==> config.mk <==
export PLATFORM = sky130hd
export DESIGN_NAME = sdram_cmd_front
export DESIGN_NICKNAME = d
export VERILOG_FILES = /design/src/rtl/sdram_cmd_pkg.sv /design/src/rtl/sdram_cmd_decode.sv /design/src/rtl/sdram_bank_track.sv /design/src/rtl/sdram_burst_timer.sv /design/src/rtl/sdram_cmd_front.sv
export SDC_FILE = /design/constraint.sdc
export NUM_CORES = 1
export LEC_CHECK = 0
export BUFFER_PORTS_ARGS = -buffer_cell sky130_fd_sc_hd__buf_2
export CORE_MARGIN = 2
export CORE_UTILIZATION = 51
export CTS_CLUSTER_DIAMETER = 60
export DETAILED_ROUTE_END_ITERATION = 6
export MAX_ROUTING_LAYER = met4
export PLACE_DENSITY = 0.89
export SLEW_MARGIN = 40
export SYNTH_ARGS = -nofsm -noshare
export SYNTH_HDL_FRONTEND = slang
export SYNTH_SLANG_ARGS = --single-unit
==> constraint.sdc <==
create_clock -name clk -period 2.6 [get_ports clk]
set_input_delay 0.26 -clock clk [delete_from_list [all_inputs] [get_ports clk]]
set_output_delay 0.26 -clock clk [all_outputs]
set_load 0.01 [all_outputs]
==> src/rtl/sdram_cmd_pkg.sv <==
package sdram_cmd_pkg;
    typedef enum logic [2:0] {
        CMD_NOP,
        CMD_ACT,
        CMD_RD,
        CMD_WR,
        CMD_PRE,
        CMD_REF,
        CMD_MRS,
        CMD_STOP
    } cmd_e;
endpackage

==> src/rtl/sdram_cmd_decode.sv <==
module sdram_cmd_decode
    import sdram_cmd_pkg::*;
(
    input  logic valid,
    input  logic cs_n,
    input  logic ras_n,
    input  logic cas_n,
    input  logic we_n,
    output cmd_e cmd
);
    always_comb begin
        if (!valid || cs_n) begin
            cmd = CMD_NOP;
        end else begin
            unique case ({ras_n, cas_n, we_n})
                3'b011:  cmd = CMD_ACT;
                3'b101:  cmd = CMD_RD;
                3'b100:  cmd = CMD_WR;
                3'b010:  cmd = CMD_PRE;
                3'b001:  cmd = CMD_REF;
                3'b000:  cmd = CMD_MRS;
                3'b110:  cmd = CMD_STOP;
                default: cmd = CMD_NOP;
            endcase
        end
    end
endmodule

==> src/rtl/sdram_bank_track.sv <==
module sdram_bank_track #(
    parameter int NBANK  = 2,
    parameter int BANK_W = 1,
    parameter int ROW_W  = 11
) (
    input  logic                     clk,
    input  logic                     rst,
    input  logic                     act_en,
    input  logic [BANK_W-1:0]        act_bank,
    input  logic [ROW_W-1:0]         act_row,
    input  logic [NBANK-1:0]         close_mask,
    output logic [NBANK-1:0]         open_o,
    output logic [NBANK*ROW_W-1:0]   rows_o
);
    typedef struct packed {
        logic [NBANK-1:0]            open;
        logic [NBANK-1:0][ROW_W-1:0] row;
    } trk_t;

    trk_t trk_d, trk_q;

    always_comb begin
        trk_d = trk_q;
        for (int b = 0; b < NBANK; b++) begin
            if (close_mask[b]) begin
                trk_d.open[b] = 1'b0;
            end
            if (act_en && act_bank == BANK_W'(b)) begin
                trk_d.open[b] = 1'b1;
                trk_d.row[b]  = act_row;
            end
        end
    end

    always_ff @(posedge clk) begin
        if (rst) begin
            trk_q <= '0;
        end else begin
            trk_q <= trk_d;
        end
    end

    assign open_o = trk_q.open;

    for (genvar g = 0; g < NBANK; g++) begin : g_row
        assign rows_o[g*ROW_W +: ROW_W] = trk_q.row[g];
    end


    bank_open_chk: assert property (@(posedge clk) disable iff (rst)
        act_en |=> open_o[$past(act_bank)]);
endmodule

==> src/rtl/sdram_burst_timer.sv <==
module sdram_burst_timer #(
    parameter int NBANK  = 2,
    parameter int BANK_W = 1,
    parameter int CNT_W  = 8
) (
    input  logic              clk,
    input  logic              rst,
    input  logic              tick,
    input  logic              start,
    input  logic              start_ap,
    input  logic [BANK_W-1:0] start_bank,
    input  logic [CNT_W-1:0]  load_cnt,
    output logic [NBANK-1:0]  close_mask_o
);
    typedef struct packed {
        logic              pend;
        logic [BANK_W-1:0] bank;
        logic [CNT_W-1:0]  cnt;
    } tmr_t;

    tmr_t tmr_d, tmr_q;
    logic fire;

    assign fire = tick && tmr_q.pend && (tmr_q.cnt == '0);

    always_comb begin
        tmr_d = tmr_q;
        if (tick && tmr_q.pend) begin
            if (tmr_q.cnt == '0) begin
                tmr_d.pend = 1'b0;
            end else begin
                tmr_d.cnt = tmr_q.cnt - 1'b1;
            end
        end
        if (tick && start) begin
            tmr_d.pend = start_ap;
            tmr_d.bank = start_bank;
            tmr_d.cnt  = load_cnt;
        end
    end

    always_ff @(posedge clk) begin
        if (rst) begin
            tmr_q <= '0;
        end else begin
            tmr_q <= tmr_d;
        end
    end

    always_comb begin
        for (int b = 0; b < NBANK; b++) begin
            close_mask_o[b] = fire && (tmr_q.bank == BANK_W'(b));
        end
    end


    ap_arm_chk: assert property (@(posedge clk) disable iff (rst)
        (tick && start && start_ap) |=> tmr_q.pend);
endmodule

==> src/rtl/sdram_cmd_front.sv <==
module sdram_cmd_front
    import sdram_cmd_pkg::*;
#(
    parameter int ADDR_W = 12,
    parameter int ROW_W  = 11,
    parameter int COL_W  = 8,
    parameter int BANK_W = 1,
    parameter int AP_BIT = 10,
    parameter int MASK_W = 2
) (
    input  logic                    clk,
    input  logic                    rst,
    input  logic                    cke,
    input  logic                    cs_n,
    input  logic                    ras_n,
    input  logic                    cas_n,
    input  logic                    we_n,
    input  logic [ADDR_W-1:0]       addr,
    input  logic [MASK_W-1:0]       dqm,
    output logic                    act_o,
    output logic                    rd_o,
    output logic                    wr_o,
    output logic                    pre_o,
    output logic                    ref_o,
    output logic                    mrs_o,
    output logic                    stop_o,
    output logic                    err_o,
    output logic [BANK_W-1:0]       bank_o,
    output logic [ROW_W-1:0]        row_o,
    output logic [COL_W-1:0]        col_o,
    output logic                    ap_o,
    output logic [(1<<BANK_W)-1:0]  pre_mask_o,
    output logic [MASK_W-1:0]       byte_en_o,
    output logic [ADDR_W-1:0]       mode_o,
    output logic [(1<<BANK_W)-1:0]  open_o,
    output logic [(1<<BANK_W)*ROW_W-1:0] open_row_o
);
    localparam int NBANK = 1 << BANK_W;

    typedef struct packed {
        logic              cke_en;
        logic              act;
        logic              rd;
        logic              wr;
        logic              pre;
        logic              refr;
        logic              mrs;
        logic              stop;
        logic              err;
        logic [BANK_W-1:0] bank;
        logic [ROW_W-1:0]  row;
        logic [COL_W-1:0]  col;
        logic              ap;
        logic [NBANK-1:0]  pre_mask;
        logic [MASK_W-1:0] byte_en;
        logic [ADDR_W-1:0] mode;
    } front_t;

    front_t            st_d, st_q;
    cmd_e              cmd;
    logic [BANK_W-1:0] sel_bank;
    logic              sel_open;
    logic [NBANK-1:0]  open_vec;
    logic [NBANK-1:0]  tmr_close;
    logic [NBANK-1:0]  close_mask;
    logic [COL_W-1:0]  burst_cnt;

    sdram_cmd_decode u_decode (
        .valid (st_q.cke_en),
        .cs_n  (cs_n),
        .ras_n (ras_n),
        .cas_n (cas_n),
        .we_n  (we_n),
        .cmd   (cmd)
    );

    assign sel_bank = addr[ADDR_W-1 -: BANK_W];
    assign sel_open = open_vec[sel_bank];

    // burst length minus one, from the stored mode word
    always_comb begin
        unique case (st_q.mode[2:0])
            3'd1:    burst_cnt = COL_W'(1);
            3'd2:    burst_cnt = COL_W'(3);
            3'd3:    burst_cnt = COL_W'(7);
            3'd7:    burst_cnt = '1;
            default: burst_cnt = '0;
        endcase
    end

    always_comb begin
        st_d          = st_q;
        st_d.cke_en   = cke;
        st_d.act      = 1'b0;
        st_d.rd       = 1'b0;
        st_d.wr       = 1'b0;
        st_d.pre      = 1'b0;
        st_d.refr     = 1'b0;
        st_d.mrs      = 1'b0;
        st_d.stop     = 1'b0;
        st_d.err      = 1'b0;
        st_d.pre_mask = '0;
        st_d.byte_en  = '0;
        unique case (cmd)
            CMD_ACT: begin
                if (sel_open) begin
                    st_d.err = 1'b1;
                end else begin
                    st_d.act  = 1'b1;
                    st_d.bank = sel_bank;
                    st_d.row  = addr[ROW_W-1:0];
                end
            end
            CMD_RD, CMD_WR: begin
                if (!sel_open) begin
                    st_d.err = 1'b1;
                end else begin
                    st_d.rd      = (cmd == CMD_RD);
                    st_d.wr      = (cmd == CMD_WR);
                    st_d.bank    = sel_bank;
                    st_d.col     = addr[COL_W-1:0];
                    st_d.ap      = addr[AP_BIT];
                    st_d.byte_en = ~dqm;
                end
            end
            CMD_PRE: begin
                st_d.pre = 1'b1;
                for (int b = 0; b < NBANK; b++) begin
                    st_d.pre_mask[b] = addr[AP_BIT] || (sel_bank == BANK_W'(b));
                end
            end
            CMD_REF:  st_d.refr = 1'b1;
            CMD_MRS: begin
                st_d.mrs  = 1'b1;
                st_d.mode = addr;
            end
            CMD_STOP: st_d.stop = 1'b1;
            default: ;
        endcase
    end

    always_ff @(posedge clk) begin
        if (rst) begin
            st_q        <= '0;
            st_q.cke_en <= 1'b1;
        end else begin
            st_q <= st_d;
        end
    end

    assign close_mask = st_d.pre_mask | tmr_close;

    sdram_burst_timer #(
        .NBANK  (NBANK),
        .BANK_W (BANK_W),
        .CNT_W  (COL_W)
    ) u_timer (
        .clk          (clk),
        .rst          (rst),
        .tick         (st_q.cke_en),
        .start        (st_d.rd || st_d.wr),
        .start_ap     (addr[AP_BIT]),
        .start_bank   (sel_bank),
        .load_cnt     (burst_cnt),
        .close_mask_o (tmr_close)
    );

    sdram_bank_track #(
        .NBANK  (NBANK),
        .BANK_W (BANK_W),
        .ROW_W  (ROW_W)
    ) u_track (
        .clk        (clk),
        .rst        (rst),
        .act_en     (st_d.act),
        .act_bank   (sel_bank),
        .act_row    (addr[ROW_W-1:0]),
        .close_mask (close_mask),
        .open_o     (open_vec),
        .rows_o     (open_row_o)
    );

    assign act_o      = st_q.act;
    assign rd_o       = st_q.rd;
    assign wr_o       = st_q.wr;
    assign pre_o      = st_q.pre;
    assign ref_o      = st_q.refr;
    assign mrs_o      = st_q.mrs;
    assign stop_o     = st_q.stop;
    assign err_o      = st_q.err;
    assign bank_o     = st_q.bank;
    assign row_o      = st_q.row;
    assign col_o      = st_q.col;
    assign ap_o       = st_q.ap;
    assign pre_mask_o = st_q.pre_mask;
    assign byte_en_o  = st_q.byte_en;
    assign mode_o     = st_q.mode;
    assign open_o     = open_vec;


    strobe_onehot_chk: assert property (@(posedge clk) disable iff (rst)
        $onehot0({act_o, rd_o, wr_o, pre_o, ref_o, mrs_o, stop_o, err_o}));


    cke_gate_chk: assert property (@(posedge clk) disable iff (rst)
        !st_q.cke_en |=> !(act_o || rd_o || wr_o || pre_o || ref_o || mrs_o || stop_o || err_o));


    desel_hold_chk: assert property (@(posedge clk) disable iff (rst)
        cs_n |=> !(act_o || rd_o || wr_o || pre_o || ref_o || mrs_o || stop_o || err_o)
                 && $stable(mode_o) && $stable(open_row_o));


    idle_access_chk: assert property (@(posedge clk) disable iff (rst)
        ((cmd == CMD_RD || cmd == CMD_WR) && !sel_open) |=> err_o && !rd_o && !wr_o && byte_en_o == '0);


    busy_act_chk: assert property (@(posedge clk) disable iff (rst)
        (cmd == CMD_ACT && sel_open) |=> err_o && !act_o && $stable(open_row_o));


    pre_all_chk: assert property (@(posedge clk) disable iff (rst)
        (cmd == CMD_PRE && addr[AP_BIT]) |=> open_o == '0);
endmodule

# ---- Yosys cells after proc, flatten, opt, wreduce, memory -nomap -nowiden
# Cells that the tools add are included.
dict set report totals {
  reg_bits 80
  inputBits 21
  out_inout_bits 69
  elab_cells 104
}
dict set report classes {
  add_sub_neg 1
  n_lt_le_gt_ge 1
  n_eq_ne 20
  muxes 27
  bitwise_logic 6
  reduce_logical 26
}
# op count
set ops {}
lappend ops {{8-bit one-hot mux with 4 select lines} 1}
lappend ops {{3-bit equality test, second input constant} 8}
lappend ops {{3-bit one-hot mux with 7 select lines} 1}
lappend ops {{3-bit by 2-bit equality test with 1-bit output, second input constant} 6}
lappend ops {{1-bit 2-to-1 mux} 16}
lappend ops {{8-bit 2-to-1 mux} 2}
lappend ops {{12-bit 2-to-1 mux} 1}
lappend ops {{10-bit 2-to-1 mux} 1}
lappend ops {{2-bit nonzero test} 5}
lappend ops {{3-bit by 1-bit equality test with 1-bit output, second input constant} 3}
lappend ops {{8-bit logical NOT} 1}
lappend ops {{2-bit AND reduction} 4}
lappend ops {{8-bit by 1-bit subtractor with 8-bit output, second input constant} 1}
lappend ops {{1-bit logical AND} 7}
lappend ops {{2-bit 2-to-1 mux} 3}
lappend ops {{2-bit inequality test, second input constant} 3}
lappend ops {{1-bit logical OR} 4}
lappend ops {{1-bit NOT} 4}
lappend ops {{2-bit one-hot mux with 2 select lines} 1}
lappend ops {{3-bit logical NOT} 1}
lappend ops {{3-bit 2-to-1 mux} 1}
lappend ops {{3-bit AND reduction} 1}
lappend ops {{3-bit OR reduction} 1}
lappend ops {{1-bit by 2-bit less-than comparator with 1-bit output, second input constant} 1}
lappend ops {{4 further kinds} 4}

# ---- Logic depth before layout (Yosys ltp)
dict set report logic_depth {
  word_depth 10
  ltp_mapped 7
  depth_no_buf 6
}

# ---- Hierarchy
# Synthesis repeated with hierarchy kept, for this count alone.
dict set report hier_totals {
  cells_unflattened 415
  area_unflattened_um2 3721.1
}
# mod n_inst cells_each area_each_um2 seq_area_each_um2
set by_module_without_submodules {}
lappend by_module_without_submodules {sdram_cmd_front 1 237 2048.2 920.9}
lappend by_module_without_submodules {sdram_bank_track 1 93 983.4 480.5}
lappend by_module_without_submodules {sdram_burst_timer 1 77 638.1 200.2}
lappend by_module_without_submodules {sdram_cmd_decode 1 8 51.3 0.0}

# ---- Worst setup path after synthesis
# Ideal clock, no wire load.
dict set report synth_path {
  path_type {reg-to-reg}
  from {register u_timer.tmr_q[2] (netlist name)}
  to {register u_track.trk_q, in the netlist u_track.open_o[1]}
  setup_time_ns 0.132
  t_arrival_ns 1.717
  required_time_ns 2.468
  setup_slack_ns 0.751
  stages_incl_launch_ff 6
  path_buffers 1
  synth_period_minus_slack_ns 1.849
  path_cell_list {dfxtp_1 -> or4_1 -> buf_2 -> or4_4 -> o221ai_1 -> a21oi_1}
}
dict set report synth_via {
  elab_chain_len 5
}
# element line
set synth_rtl {}
lappend synth_rtl {{start, declared} sdram_burst_timer.sv:21} ;# tmr_t tmr_d, tmr_q;
lappend synth_rtl {{start signal, assigned} sdram_burst_timer.sv:46} ;# tmr_q <= tmr_d;
lappend synth_rtl {{8-bit logical NOT} sdram_burst_timer.sv:24} ;# assign fire = tick && tmr_q.pend && (tmr_q.cnt == '0);
lappend synth_rtl {{1-bit logical AND} sdram_burst_timer.sv:24}
lappend synth_rtl {{1-bit logical AND} sdram_burst_timer.sv:52} ;# close_mask_o[b] = fire && (tmr_q.bank == BANK_W'(b));
lappend synth_rtl {{2-bit OR} sdram_cmd_front.sv:151} ;# assign close_mask = st_d.pre_mask | tmr_close;
lappend synth_rtl {{2-bit nonzero test (no source line)} --}
lappend synth_rtl {{end signal, assigned} sdram_bank_track.sv:39} ;# trk_q <= trk_d;
lappend synth_rtl {{end, declared} sdram_bank_track.sv:20} ;# trk_t trk_d, trk_q;
# Every way passes these cells.
# A chain may end at the register's enable or synchronous reset.

# ---- Worst setup path after layout
# Same ends and word-level chain as after synthesis.

==> flow_results.xml <==
<?xml version="1.0" encoding="UTF-8"?>
<metrics>
  <group name="sta">
    <metric name="fmax" unit="MHz">494</metric>
    <metric name="drv_slew" unit="">0</metric>
    <metric name="finalHoldWorstSlack" unit="ns">0.0657</metric>
    <metric name="totalNegativeSetupSlack" unit="ns">0</metric>
    <metric name="worst_pin_slew" unit="ns">0.616</metric>
    <metric name="timing.max_slew.rel_slack" unit="">0.589</metric>
    <metric name="post-route-min-period" unit="ns">2.02</metric>
    <metric name="finalHoldViolCount" unit="">0</metric>
    <metric name="setup_repair_after_global_routing_missed_its_margin" unit="">false</metric>
    <metric name="setup_viol_count_final" unit="">0</metric>
    <metric name="timing.clock.skew" unit="ns">0.00928</metric>
    <metric name="final_worst_path_cycle_share" unit="">0.779</metric>
  </group>
  <group name="finish">
    <metric name="num-nets-final" unit="">446</metric>
    <metric name="num_antenna_cells" unit="">0</metric>
    <metric name="multi_input_comb_area" unit="µm²">1380</metric>
    <metric name="area.growth.synth_to_final" unit="%">22.6</metric>
    <metric name="regArea" unit="µm²">1600</metric>
    <metric name="final_layout_size_suffix_gt1_frac" unit="">0.296</metric>
    <metric name="fillerInstances" unit="">498</metric>
  </group>
  <group name="pwr">
    <metric name="power_switching" unit="W">0.000550</metric>
    <metric name="p_sw_frac" unit="">0.249</metric>
    <metric name="clock_power_share" unit="">0.377</metric>
    <metric name="power_report.internal_total" unit="W">0.00166</metric>
    <metric name="power_frac_seq" unit="">0.564</metric>
    <metric name="combPwrFrac" unit="">0.059</metric>
    <metric name="static-leakage-power" unit="nW">1.57</metric>
    <metric name="power.density_cell_area" unit="nW/µm²">580</metric>
    <metric name="vdd_ir_drop_max" unit="mV">0.431</metric>
  </group>
  <group name="worst_setup_path">
    <metric name="worst_path_dominant_cell_family" unit="">simple AND/OR/NAND/NOR gates</metric>
    <metric name="critical_path.n_buffers_inverters" unit="">0</metric>
    <metric name="setup.reg_to_reg.worst_slack" unit="ns">0.58</metric>
    <metric name="worst-endpoint-required" unit="ns">2.82</metric>
    <metric name="crit_path_max_fanout" unit="">8</metric>
    <metric name="critical_path_capture_point_type" unit="">register</metric>
    <metric name="critPathArrivalTime" unit="ns">2.25</metric>
    <metric name="timing.rr.start" unit="">u_timer.tmr_q[2]</metric>
    <metric name="rr_endpoint" unit="">u_track.open_o[1]</metric>
    <metric name="worst-setup-path-type" unit="">register to register</metric>
    <metric name="worstSetupPathDepth" unit="">4</metric>
    <metric name="timing.critical_path.cells" unit="">or4_1 &gt; or4_4 &gt; o221ai_1 &gt; a21oi_1</metric>
    <metric name="cpPeakStageDelay" unit="ns">0.67</metric>
    <metric name="critical_path.slowest_cell" unit="">sky130_fd_sc_hd__or4_1</metric>
    <metric name="depth_of_the_most_critical_reg_to_reg_path" unit="">4</metric>
    <metric name="critPathLaunchType" unit="">register</metric>
  </group>
  <group name="synthesis">
    <metric name="synthMostInstantiatedCell" unit="">sky130_fd_sc_hd__dfxtp_1</metric>
    <metric name="synth_top_area_share" unit="">0.516</metric>
    <metric name="synth_enable_flop_cells" unit="">0</metric>
    <metric name="synth_cell_types" unit="">45</metric>
    <metric name="yosysSeqAreaShare" unit="">0.516</metric>
    <metric name="postSynthCellCount" unit="">336</metric>
    <metric name="ys_ff_latch" unit="">80</metric>
    <metric name="post_synth_instance_area" unit="µm²">3110</metric>
    <metric name="top_post_synthesis_cells_by_count" unit="">80 x sky130_fd_sc_hd__dfxtp_1, 49 x sky130_fd_sc_hd__nand2_1, 39 x sky130_fd_sc_hd__nor2_1, 34 x sky130_fd_sc_hd__mux2i_1, 32 x sky130_fd_sc_hd__a21oi_1</metric>
    <metric name="ys_flop_type" unit="">sky130_fd_sc_hd__dfxtp_1</metric>
    <metric name="yosys_warnings" unit="">0</metric>
    <metric name="synth.avg_cell_area" unit="µm²">9.24</metric>
    <metric name="synth_top_cell_by_area" unit="">sky130_fd_sc_hd__dfxtp_1</metric>
    <metric name="share_of_flip_flops_with_an_asynchronous_set_or_reset" unit="">0</metric>
    <metric name="synthTopCellsByArea" unit="">sky130_fd_sc_hd__dfxtp_1 52%, sky130_fd_sc_hd__mux2i_1 11%, sky130_fd_sc_hd__nand2_1 5.9%</metric>
    <metric name="mappedNetlistNets" unit="">358</metric>
  </group>
  <group name="cts">
    <metric name="cts_inserted_buffers" unit="">9</metric>
    <metric name="tritoncts" unit="">built</metric>
    <metric name="cts.hold.buffers_added" unit="">0</metric>
    <metric name="cts_max_path_buffers" unit="">2</metric>
    <metric name="postCtsSetupBuffers" unit="">0</metric>
    <metric name="path_clk_slew" unit="ns">0.08</metric>
    <metric name="insertion_delay" unit="ns">0.36</metric>
    <metric name="post_cts_resize_count" unit="">0</metric>
    <metric name="h_tree_level_count" unit="">3</metric>
    <metric name="cell_chosen_for_the_clock_root" unit="">sky130_fd_sc_hd__clkbuf_8</metric>
    <metric name="cts.sink_count" unit="">80</metric>
  </group>
  <group name="place">
    <metric name="dpl.hpwl" unit="µm">5540</metric>
    <metric name="port_buffers" unit="">89</metric>
    <metric name="gp_routability_congestion" unit="">0.873</metric>
  </group>
  <group name="routing">
    <metric name="detailroute.via_count" unit="">2852</metric>
    <metric name="detail-route-antenna-nets" unit="">0</metric>
    <metric name="totalWireLength" unit="µm">7840</metric>
    <metric name="dr.pass1.iters" unit="">4</metric>
    <metric name="drt_iter0_drc" unit="">175</metric>
    <metric name="vias_per_cell" unit="">5.66</metric>
    <metric name="detail_route.drc_violations" unit="">0</metric>
    <metric name="route.detailed.wl_per_inst" unit="µm">15.6</metric>
  </group>
  <group name="job">
    <metric name="timing.max_cap.violations" unit="">0</metric>
  </group>
  <group name="min_path">
    <metric name="worst_hold_path_type" unit="">input port to register</metric>
    <metric name="hold_path.startpoint" unit="">dqm[0]</metric>
    <metric name="hold-path-cell-count" unit="">2</metric>
    <metric name="min_delay_worst_endpoint" unit="">byte_en_o[0]</metric>
  </group>
  <group name="global_routing">
    <metric name="via_count_of_the_first_global_routing_pass" unit="">2675</metric>
    <metric name="grt_pass1_wl" unit="µm">12600</metric>
    <metric name="globalRouteOverflowTotal" unit="">0</metric>
    <metric name="grt_max_degree" unit="">48</metric>
    <metric name="global_route_usage_sum" unit="">0.255</metric>
    <metric name="initial_antenna_violation_count" unit="">0</metric>
  </group>
  <group name="floorplanning">
    <metric name="floorplan.die_area" unit="µm²">6730</metric>
    <metric name="chipWidth" unit="µm">82.0</metric>
    <metric name="floorplan.die.height" unit="µm">82.0</metric>
    <metric name="io_pins" unit="">90</metric>
    <metric name="placement_rows" unit="">28</metric>
    <metric name="floorplan.core_area" unit="µm²">5890</metric>
    <metric name="initial_core_util" unit="">0.528</metric>
  </group>
  <group name="run_status">
    <metric name="outcome" unit="">finished, final reports clean</metric>
  </group>
</metrics>
==> layout by cell type, fill, tap and decap left out, types with 2 or more instances in the layout <==
cell                         synthesis  routed
sky130_fd_sc_hd__o31ai_1             2       2
sky130_fd_sc_hd__and2_1              3       3
sky130_fd_sc_hd__or3_2               2       2
sky130_fd_sc_hd__a21oi_1            32      32
sky130_fd_sc_hd__o211ai_1            2       2
sky130_fd_sc_hd__clkbuf_8            0      10
sky130_fd_sc_hd__nor4_1              3       3
sky130_fd_sc_hd__dfxtp_1            80      80
sky130_fd_sc_hd__o221ai_1            2       2
sky130_fd_sc_hd__clkinv_2            0       2
sky130_fd_sc_hd__or3_1               3       3
sky130_fd_sc_hd__nand2_1            49      49
sky130_fd_sc_hd__clkinvlp_4          0       2
sky130_fd_sc_hd__o22ai_1             5       5
sky130_fd_sc_hd__nor4_4              2       2
sky130_fd_sc_hd__nor3_1             11      10
sky130_fd_sc_hd__buf_4               3      11
sky130_fd_sc_hd__nor2_1             39      39
sky130_fd_sc_hd__a211oi_1            4       4
sky130_fd_sc_hd__mux2_2              2       2
sky130_fd_sc_hd__inv_1               9       9
sky130_fd_sc_hd__o21ai_0             2       2
sky130_fd_sc_hd__inv_6               0       2
sky130_fd_sc_hd__o311ai_0            3       3
sky130_fd_sc_hd__or4_1               2       2
sky130_fd_sc_hd__buf_2               5      88
sky130_fd_sc_hd__a2111oi_0           2       2
sky130_fd_sc_hd__mux2i_1            34      34
sky130_fd_sc_hd__nand3_1             2       2
==> per-stage QoR <==
step / utilization / instances / instance area, µm² / setup slack [ns] / power [W]
after global routing: 0.647 / 504 / 3810 / 0.453 / 0.00229
final: 0.647 / 504 / 3810 / 0.575 / 0.00221
after detailed placement: 0.616 / 488 / 3620 / 0.594 / 0.00140
after CTS: 0.646 / 504 / 3800 / 0.569 / 0.00222
after global placement: 0.616 / 488 / 3620 / 0.623 / 0.00140
after floorplan: - / 336 / 3110 / 0.751 / 0.00135
==> flip-flops by register name, summed over array words and instances, names as in the netlist, 2 cells and up <==
register	cells
mode_o	12
col_o	8
u_timer.tmr_q	10
u_track.rows_o	22
u_track.open_o	2
byte_en_o	2
row_o	11
pre_mask_o	2
==> layer usage <==
layer / global-route usage / vias up / wire, µm / share of wire
met5: - / - / 0 / 0
met4: 0.0767 / 0 / 119 / 0.015
met3: 0.0857 / 15 / 666 / 0.085
met2: 0.401 / 118 / 3780 / 0.48
met1: 0.311 / 1369 / 3280 / 0.42
li1: - / 1350 / - / -
==> kinds of logic after synthesis <==
logic type                 share of synthesized area
muxes                                          0.117
adders and majority gates                    0.00725
and+or+nand+nor                                0.200
AOI/OAI and AO/OA                              0.114
DFF                                            0.516
xor gates and xnor gates                     0.00282
buffers and inverters                         0.0431
==> power by group through the flow <==
stage               sequential (W)  combinational [W]  clock [W]
floorplan                  0.00128          0.0000642          0
global placement           0.00128           0.000125          0
detailed placement         0.00128           0.000128          0
CTS                        0.00125           0.000129   0.000846
global route               0.00125           0.000142   0.000899
finish                     0.00125           0.000130   0.000833
==> cell type report <==
cell class | instances | share of cell area
sequential | 80 | 0.421
multi-input combinational | 225 | 0.361
timing repair buffer | 99 | 0.137
clock buffer | 10 | 0.0361
tap | 75 | 0.0246
clock inverter | 6 | 0.0112
inverter | 9 | 0.00887
==> how the worst max path moves through the flow <==
stage | endpoint | slack, ns | startpoint
final | u_track.open_o[1] | 0.58 | u_timer.tmr_q[2]
after global routing | u_timer.tmr_q[7] | 0.45 | st_q[45]
after CTS | u_track.open_o[1] | 0.57 | u_timer.tmr_q[2]
after detailed placement | u_track.open_o[0] | 0.59 | ras_n
after global placement | u_track.open_o[0] | 0.62 | u_timer.tmr_q[2]
after floorplan | u_track.open_o[1] | 0.75 | u_timer.tmr_q[2]
==> worst reg2reg max path, stage by stage (launching register included) <==
cell and delay (ns):
sky130_fd_sc_hd__dfxtp_1 0.37, sky130_fd_sc_hd__or4_1 0.67, sky130_fd_sc_hd__or4_4 0.55, sky130_fd_sc_hd__o221ai_1 0.21, sky130_fd_sc_hd__a21oi_1 0.09
Note: power is estimated with default switching activity, not from simulation.
